[src/rtl/flp_pkg.sv]
// Shared constants and types for the fast link pulse burst generator.
// Assumes a fixed burst layout of 33 slots carrying a 16-bit word.
package flp_pkg;
    localparam int unsigned FLP_SLOTS   = 33;
    localparam int unsigned FLP_WORD_W  = 16;
    localparam int unsigned FLP_IDX_W   = 6;

    typedef logic [FLP_IDX_W-1:0]  slot_idx_t;
    typedef logic [FLP_WORD_W-1:0] code_word_t;
endpackage

[src/rtl/flp_timebase.sv]
// Free-running burst timebase. Counts the repetition period and, within
// the burst part of it, the slot index and the offset inside the slot.
// Assumes SLOT_CYCLES >= 2 and PERIOD_CYCLES > 33*SLOT_CYCLES.
module flp_timebase
    import flp_pkg::*;
#(
    parameter int unsigned SLOT_CYCLES   = 15625,
    parameter int unsigned PERIOD_CYCLES = 4000000,
    localparam int unsigned SLOT_W       = $clog2(SLOT_CYCLES),
    localparam int unsigned PER_W        = $clog2(PERIOD_CYCLES)
) (
    input  logic              clk,
    input  logic              rst_n,
    input  logic              enable,
    output logic              burst_start,
    output logic              burst_end,
    output logic              in_burst,
    output slot_idx_t         slot_idx,
    output logic [SLOT_W-1:0] slot_cyc
);
    localparam int unsigned BURST_LEN = FLP_SLOTS * SLOT_CYCLES;
    localparam logic [PER_W-1:0]  PER_LAST  = PER_W'(PERIOD_CYCLES - 1);
    localparam logic [PER_W-1:0]  PER_END   = PER_W'(BURST_LEN);
    localparam logic [SLOT_W-1:0] SLOT_LAST = SLOT_W'(SLOT_CYCLES - 1);

    logic [PER_W-1:0] per_cnt;

    // Decode burst framing from the counters.
    always_comb begin
        in_burst    = (slot_idx < slot_idx_t'(FLP_SLOTS));
        burst_start = enable && (per_cnt == '0);
        burst_end   = enable && (per_cnt == PER_END);
    end

    // Advance period, slot and offset counters; clear them while disabled.
    always_ff @(posedge clk) begin
        if (!rst_n || !enable) begin
            per_cnt  <= '0;
            slot_idx <= '0;
            slot_cyc <= '0;
        end else if (per_cnt == PER_LAST) begin
            per_cnt  <= '0;
            slot_idx <= '0;
            slot_cyc <= '0;
        end else begin
            per_cnt <= per_cnt + 1'b1;
            if (in_burst) begin
                if (slot_cyc == SLOT_LAST) begin
                    slot_cyc <= '0;
                    slot_idx <= slot_idx + 1'b1;
                end else begin
                    slot_cyc <= slot_cyc + 1'b1;
                end
            end
        end
    end

    // the slot index never runs past the gap marker.
    p_idx_range_r4: assert property (@(posedge clk) disable iff (!rst_n)
        slot_idx <= slot_idx_t'(FLP_SLOTS));

    // the offset inside a slot stays within the slot length.
    p_cyc_range_r4: assert property (@(posedge clk) disable iff (!rst_n)
        slot_cyc <= SLOT_LAST);

    // a rising enable always lands on a burst start.
    p_start_on_rise_r3: assert property (@(posedge clk) disable iff (!rst_n)
        $rose(enable) |-> burst_start);

    // in the gap between bursts the slot offset rests at zero.
    p_gap_rest_r9: assert property (@(posedge clk) disable iff (!rst_n)
        !in_burst |-> (slot_cyc == '0));
endmodule

[src/rtl/flp_pulse_map.sv]
// Maps slot position to a pulse request. Captures the code word at each
// burst start; even slots are timing pulses, odd slot 2k+1 carries bit k.
// Assumes PULSE_CYCLES < SLOT_CYCLES.
module flp_pulse_map
    import flp_pkg::*;
#(
    parameter int unsigned SLOT_W       = 14,
    parameter int unsigned PULSE_CYCLES = 25
) (
    input  logic              clk,
    input  logic              rst_n,
    input  logic              burst_start,
    input  logic              in_burst,
    input  code_word_t        code_word,
    input  slot_idx_t         slot_idx,
    input  logic [SLOT_W-1:0] slot_cyc,
    output logic              pulse_req
);
    code_word_t word_q;
    logic       in_window;
    logic       slot_has_pulse;

    // Capture the code word only when a burst begins.
    always_ff @(posedge clk) begin
        if (!rst_n) begin
            word_q <= '0;
        end else if (burst_start) begin
            word_q <= code_word;
        end
    end

    // Pulse window inside the slot: single-cycle or wider variant.
    generate
        if (PULSE_CYCLES == 1) begin : g_narrow
            assign in_window = (slot_cyc == '0);
        end else begin : g_wide
            assign in_window = (slot_cyc < SLOT_W'(PULSE_CYCLES));
        end
    endgenerate

    // Clock slots always pulse; data slots follow the captured word.
    always_comb begin
        slot_has_pulse = !slot_idx[0] || word_q[slot_idx[4:1]];
        pulse_req      = in_burst && in_window && slot_has_pulse;
    end

    // the captured word changes only right after a burst start.
    p_word_hold_r7: assert property (@(posedge clk) disable iff (!rst_n)
        !$past(burst_start) |-> $stable(word_q));

    // a clock slot inside its pulse window always requests a pulse.
    p_clock_slot_r5: assert property (@(posedge clk) disable iff (!rst_n)
        (in_burst && !slot_idx[0] && slot_cyc == '0) |-> pulse_req);
endmodule

[src/rtl/flp_burst_gen.sv]
// Top of the fast link pulse burst generator for one port. Combines the
// timebase and the pulse map and registers both outputs once.
// Assumes defaults for a 250 MHz clock: 62.5 us slots, 16 ms period,
// roughly 100 ns pulses.
module flp_burst_gen
    import flp_pkg::*;
#(
    parameter int unsigned SLOT_CYCLES   = 15625,
    parameter int unsigned PERIOD_CYCLES = 4000000,
    parameter int unsigned PULSE_CYCLES  = 25,
    localparam int unsigned SLOT_W       = $clog2(SLOT_CYCLES)
) (
    input  logic        clk,
    input  logic        rst_n,
    input  logic        enable,
    input  logic [15:0] code_word,
    output logic        pulse_out,
    output logic        burst_done
);
    logic              burst_start;
    logic              burst_end;
    logic              in_burst;
    slot_idx_t         slot_idx;
    logic [SLOT_W-1:0] slot_cyc;
    logic              pulse_req;

    flp_timebase #(
        .SLOT_CYCLES   (SLOT_CYCLES),
        .PERIOD_CYCLES (PERIOD_CYCLES)
    ) u_timebase (
        .clk         (clk),
        .rst_n       (rst_n),
        .enable      (enable),
        .burst_start (burst_start),
        .burst_end   (burst_end),
        .in_burst    (in_burst),
        .slot_idx    (slot_idx),
        .slot_cyc    (slot_cyc)
    );

    flp_pulse_map #(
        .SLOT_W       (SLOT_W),
        .PULSE_CYCLES (PULSE_CYCLES)
    ) u_pulse_map (
        .clk         (clk),
        .rst_n       (rst_n),
        .burst_start (burst_start),
        .in_burst    (in_burst),
        .code_word   (code_word),
        .slot_idx    (slot_idx),
        .slot_cyc    (slot_cyc),
        .pulse_req   (pulse_req)
    );

    // Register the line pulse and the end-of-burst strobe.
    always_ff @(posedge clk) begin
        if (!rst_n) begin
            pulse_out  <= 1'b0;
            burst_done <= 1'b0;
        end else begin
            pulse_out  <= enable && pulse_req;
            burst_done <= enable && burst_end;
        end
    end

    // a low enable silences both outputs from the next cycle.
    p_quiet_when_off_r2: assert property (@(posedge clk) disable iff (!rst_n)
        !enable |=> (!pulse_out && !burst_done));

    // the done strobe lasts a single cycle.
    p_done_once_r8: assert property (@(posedge clk) disable iff (!rst_n)
        burst_done |=> !burst_done);

    // the done strobe never coincides with a pulse.
    p_done_no_pulse_r8: assert property (@(posedge clk) disable iff (!rst_n)
        burst_done |-> !pulse_out);
endmodule

[config.mk]
export PLATFORM = sky130hd
export DESIGN_NAME = flp_burst_gen
export DESIGN_NICKNAME = d
export VERILOG_FILES = /design/src/rtl/flp_pkg.sv /design/src/rtl/flp_timebase.sv /design/src/rtl/flp_pulse_map.sv /design/src/rtl/flp_burst_gen.sv
export SDC_FILE = /design/constraint.sdc
export NUM_CORES = 1
export LEC_CHECK = 0
export ABC_AREA = 0
export BUFFER_PORTS_ARGS = -buffer_cell sky130_fd_sc_hd__buf_4
export CAP_MARGIN = 30
export CORE_MARGIN = 2
export CORE_UTILIZATION = 45
export CTS_CLUSTER_SIZE = 8
export DETAILED_ROUTE_END_ITERATION = 12
export PLACE_DENSITY_LB_ADDON = 0.2
export SLEW_MARGIN = 0
export SYNTH_ARGS = -nofsm -noshare
export SYNTH_HDL_FRONTEND = slang
export SYNTH_SLANG_ARGS = --single-unit
[constraint.sdc]
create_clock -name clk -period 2.5 [get_ports clk]
set_clock_uncertainty 0.05 [all_clocks]
set_input_delay 0 -clock clk [delete_from_list [all_inputs] [get_ports clk]]
set_output_delay 0 -clock clk [all_outputs]
set_load 0.1 [all_outputs]
# After elaboration in Yosys (flattened, before gate mapping)
# Index checks and enable logic that the tools add are counted.
[word_totals]
ff_bits = 60
wordCells = 32
in_bits = 19
output_inout_bits = 2
[op_classes]
n_eq_ne = 3
order_cmp = 3
addsub = 3
n_mux = 3
n_reduce_logical = 14
[op_table]
columns = ["op", "count"]
rows = [
  ["adder 22 x 1 -> 22 bit, second input constant", 1],
  ["== test 22 x 19 -> 1 bit, second input constant", 1],
  ["== test 22 bit, second input constant", 1],
  ["logical NOT 22 bit", 1],
  ["adder 14 x 1 -> 14 bit, second input constant", 1],
  ["== test 14 bit, second input constant", 1],
  ["less-than comparator 14 x 5 -> 1 bit, second input constant", 1],
  ["2-to-1 mux 14 bit", 1],
  ["adder 6 x 1 -> 6 bit, second input constant", 1],
  ["logical AND 1 bit", 6],
  ["less-than comparator 6 bit, second input constant", 1],
  ["less-than comparator 4 x 5 -> 1 bit, second input constant", 1],
  ["binary-select mux 1 bit (select 4 bit)", 1],
  ["logical NOT 1 bit", 3],
  ["logical OR 1 bit", 2],
  ["AND reduction 2 bit", 1],
  ["OR reduction 2 bit", 1],
  ["2-to-1 mux 1 bit", 1],
]

# Logic depth before layout (Yosys ltp)
[depth]
word_depth = 5
ltp_mapped = 8
depth_no_buf = 6

# Cells and area by module
# A second synthesis with hierarchy kept.
[unflattened]
cells_unflattened = 331
area_unflattened_um2 = 3010.4
[modules_own_cells]
columns = ["module", "area_each_um2", "cells_per_inst", "seq_area_each_um2", "instances"]
rows = [
  ["flp_timebase", 2175.8, 260, 840.8, 1],
  ["flp_pulse_map", 782.0, 67, 320.3, 1],
  ["flp_burst_gen", 52.6, 4, 40.0, 1],
]

# Worst setup path before layout
# No wires, ideal clock.
[synth_path]
path_kind = "register to register"
start = "reg u_timebase.slot_idx[1]"
end = "reg u_timebase.slot_cyc[13]"
arrival_ns = 2.131
path_slack_ns = 0.239
path_buffers = 1
t_required_ns = 2.370
setup_ns = 0.080
path_stages_with_launch = 8
synth_period_minus_slack_ns = 2.261
cell_sequence = "dfxtp_1 -> inv_1 -> ha_1 -> or4b_4 -> buf_6 -> a211o_4 -> or4_4 -> a211oi_2"
[synth_via]
elab_chain_cells = 1
[synth_lines]
columns = ["item", "line_no", "text"]
rows = [
  ["start, declared", "flp_timebase.sv:18", "output slot_idx_t slot_idx,"],
  ["start signal, assigned", "flp_timebase.sv:50", "slot_idx <= slot_idx + 1'b1;"],
  ["less-than comparator 6 bit", "flp_timebase.sv:30", "in_burst = (slot_idx < slot_idx_t'(FLP_SLOTS));"],
  ["end signal, assigned", "flp_timebase.sv:52", "slot_cyc <= slot_cyc + 1'b1;"],
  ["end, declared", "flp_timebase.sv:19", "output logic [SLOT_W-1:0] slot_cyc"],
]
# Every way passes these cells.
# A chain may end at the register's enable or synchronous reset.

# Worst setup path in the final report
[layout_path]
start = "reg u_timebase.slot_idx[0]"
end = "reg u_timebase.slot_cyc[13]"
# The elaborated chain is that of the path after synthesis.

==> flow_summary.ini <==
[status]
outcome = finished clean

[synth]
syn_nets = 379
synth_cell_types = 44
avgSynthCellArea_sq_um = 8.47
ys_warn_count = 0
syn_inst = 353
synthesis.area_sq_um = 2990
synth_top_area_share_pct = 40.2
synth-seq-area-share_pct = 40.2
ys_async_sr_fraction_pct = 0
synth_ff_type = dfxtp_1
synth_area_leader_cell = dfxtp_1
ys_seq_elements = 60
synth_edf_count = 0
synthTopCellsByCount = dfxtp_1 (60), a21oi_1 (36), nand3_1 (30)
post-synth-top-count-cell = dfxtp_1
yosys-top-cells-area = dfxtp_1 (40%), a21oi_1 (6.0%), nand3_1 (5.0%), o21ai_0 (4.5%), ha_1 (2.9%)

[clock_network]
h-tree-depth = 3
cts_root_buf = clkbuf_8
cts.repair.resized = 0
clk_latency_ns = 0.34
cts_setup_buffers = 0
clock_path_buffers = 2
clk_pin_slew_worst_paths_ns = 0.07
cts_tree = done
cts_num_sinks = 60
cts_buffers = 9
hold_buffers = 18

[finish]
diodes = 0
area_delta_synth_final_pct = 20.3
layout.nets = 414
drive_above_1_share_pct = 13.8

[critical_path]
criticalPathCategory = register to register
timing.rr.start = u_timebase.slot_idx[0]$_SDFFE_PP0P_
rr_worst_depth = 6
ff2ff_setup_slack_ns = 0.24
cp_max_fo = 9
crit_path_end_kind = register
worst-endpoint-required_ns = 2.71
critPathLaunchType = register
r2r-end = u_timebase.slot_cyc[13]$_SDFFE_PP0N_
arrival_ns = 2.48

[floorplanning]
start_util_pct = 46.8
dieArea_sq_um = 7320
die_w_um = 85.5
io_pins = 21
placementRows = 29
die_h_um = 85.5
core_area_sq_um = 6390

[route]
drc = 0
routed_wl_um = 6760
first_pass_iters = 4
vias = 2704
drtIter0Drc = 168
antenna_left = 0
viasPerCell = 5.77
wl_per_cell_um = 14.4

[worst_hold_path]
hp-class = input pin to register
min_from = rst_n
holdPathStages = 5
hold-path-endpoint = burst_done$_SDFF_PN0_

[global_routing]
grt_util_all_layers_pct = 19.5
grt_pass1_wl_um = 11500
grt_pass1_vias = 2421
grt_start_max_net_pins = 33
grt-ovfl-total = 0
grt_antenna_before_repair = 0

[pwr]
switching_share_pct = 22.2
power_leakage_uw = 0.00121
p_clk_share_pct = 44.2
power_frac_comb_pct = 6.7
ir_drop_uv = 325
internal_power_uw = 1560
power_density_nw_per_um2 = 558
p_seq_share_pct = 49.1
p_switching_uw = 445

[sta]
period_share_pct = 90.6
min_period_ns = 2.26
finalSetupViolCount = 0
max_slew_margin_pct = 55.2
fmax_mhz = 442
tightest_slew_ns = 0.662
whs_ns = 0.0623
rsz0062_at_grt = false
hold_viol = 0
finalSetupTns_ns = 0
drv_slew = 0

[placement]
hpwlAfterDp_um = 4500
portBuffers = 20
place.gp.congestion = 0.847

[job]
max_cap_violations = 0
worst max-delay path: stages, from the launching register on:
cell and delay, ns:
dfxtp_1 0.35, inv_1 0.09, ha_1 0.15, or4b_4 0.52
a211o_4 0.41, or4_4 0.42, a211oi_2 0.21
state kept, by name, indices dropped and copies added, names as in the netlist:
signal,flops
u_timebase.per_cnt,22
burst_done,1
pulse_out,1
u_pulse_map.word_q,16
u_timebase.slot_cyc,14
u_timebase.slot_idx,6
metal layers:
metal	global-route usage [%]	vias up	share of wire, %
met3	3.46	11	3.0
met1	28.0	1267	51
li1	-	1377	-
met5	0	-	0
met4	7.79	0	1.7
met2	29.2	49	45
placed cells by master (no fill, tap or decap), types with 2 or more instances in the layout:
cell type	netlist	final
nand2_1	19	19
ha_1	7	7
or3_1	10	10
nor3_1	11	11
xnor2_1	8	8
inv_1	15	15
a31o_2	2	2
nand4_1	14	14
mux4_2	3	3
buf_4	0	27
o31ai_1	9	9
a211oi_1	7	7
a21oi_1	36	36
and2_1	3	3
nor2_1	21	21
dfxtp_1	60	60
nand3_1	30	30
or4_1	10	10
and4_1	3	3
clkbuf_8	0	15
nand4b_1	2	2
and3_1	3	3
o21ai_0	27	27
nor4_1	5	5
dlygate4sd3_1	0	18
xor2_1	8	8
logic make-up (layout without fill, tap and decap cells):
logic type,count (synthesis),in the layout,synth area share (%)
buf+inv,37,76,5.19
mux,5,5,3.47
simple gates,139,139,25.6
xor+xnor,16,16,4.68
compound gates,89,89,18.0
flops,60,60,40.2
fa+ha+maj,7,7,2.93
how the worst max path moves through the flow:
stage | from | endpoint | slack (ns)
final | u_timebase.slot_idx[0]$_SDFFE_PP0P_ | u_timebase.slot_cyc[13]$_SDFFE_PP0N_ | 0.24
after floorplan | u_timebase.slot_idx[1]$_SDFFE_PP0P_ | u_timebase.slot_cyc[13]$_SDFFE_PP0N_ | 0.24
after detailed placement | u_timebase.slot_idx[0]$_SDFFE_PP0P_ | u_timebase.slot_cyc[13]$_SDFFE_PP0N_ | 0.26
after CTS | u_timebase.slot_idx[0]$_SDFFE_PP0P_ | u_timebase.slot_cyc[13]$_SDFFE_PP0N_ | 0.25
after global placement | u_timebase.slot_idx[0]$_SDFFE_PP0P_ | u_timebase.slot_cyc[13]$_SDFFE_PP0N_ | 0.29
after global routing | u_timebase.slot_idx[0]$_SDFFE_PP0P_ | u_timebase.slot_cyc[11]$_SDFFE_PP0N_ | 0.18
power groups by stage:
stage | Sequential (uW) | Combinational [uW] | Clock (uW)
floorplan | 1010 | 62.2 | 0
global placement | 1010 | 110 | 0
detailed placement | 1010 | 112 | 0
CTS | 986 | 134 | 902
global route | 988 | 148 | 947
finish | 986 | 135 | 887
area by class of cell:
cell class	instances	area, sq um
Multi-Input combinational cell	256	1640
Tap cell	77	96.3
Clock buffer	15	206
Sequential cell	60	1200
Inverter	15	56.3
Timing Repair Buffer	46	403
Fill cell	602	2790
through the flow:
step | worst slack [ns] | power (uW) | cells | util, % | area, sq um
2_1_floorplan | 0.239 | 1070 | 353 | - | 2990
3_3_place_gp | 0.291 | 1120 | 436 | 50.3 | 3210
3_5_place_dp | 0.262 | 1120 | 436 | 50.3 | 3210
4_1_cts | 0.250 | 2020 | 469 | 56.3 | 3600
5_1_grt | 0.175 | 2080 | 469 | 56.3 | 3600
6_report | 0.236 | 2010 | 469 | 56.3 | 3600
Power figures use the tool's default switching activity.
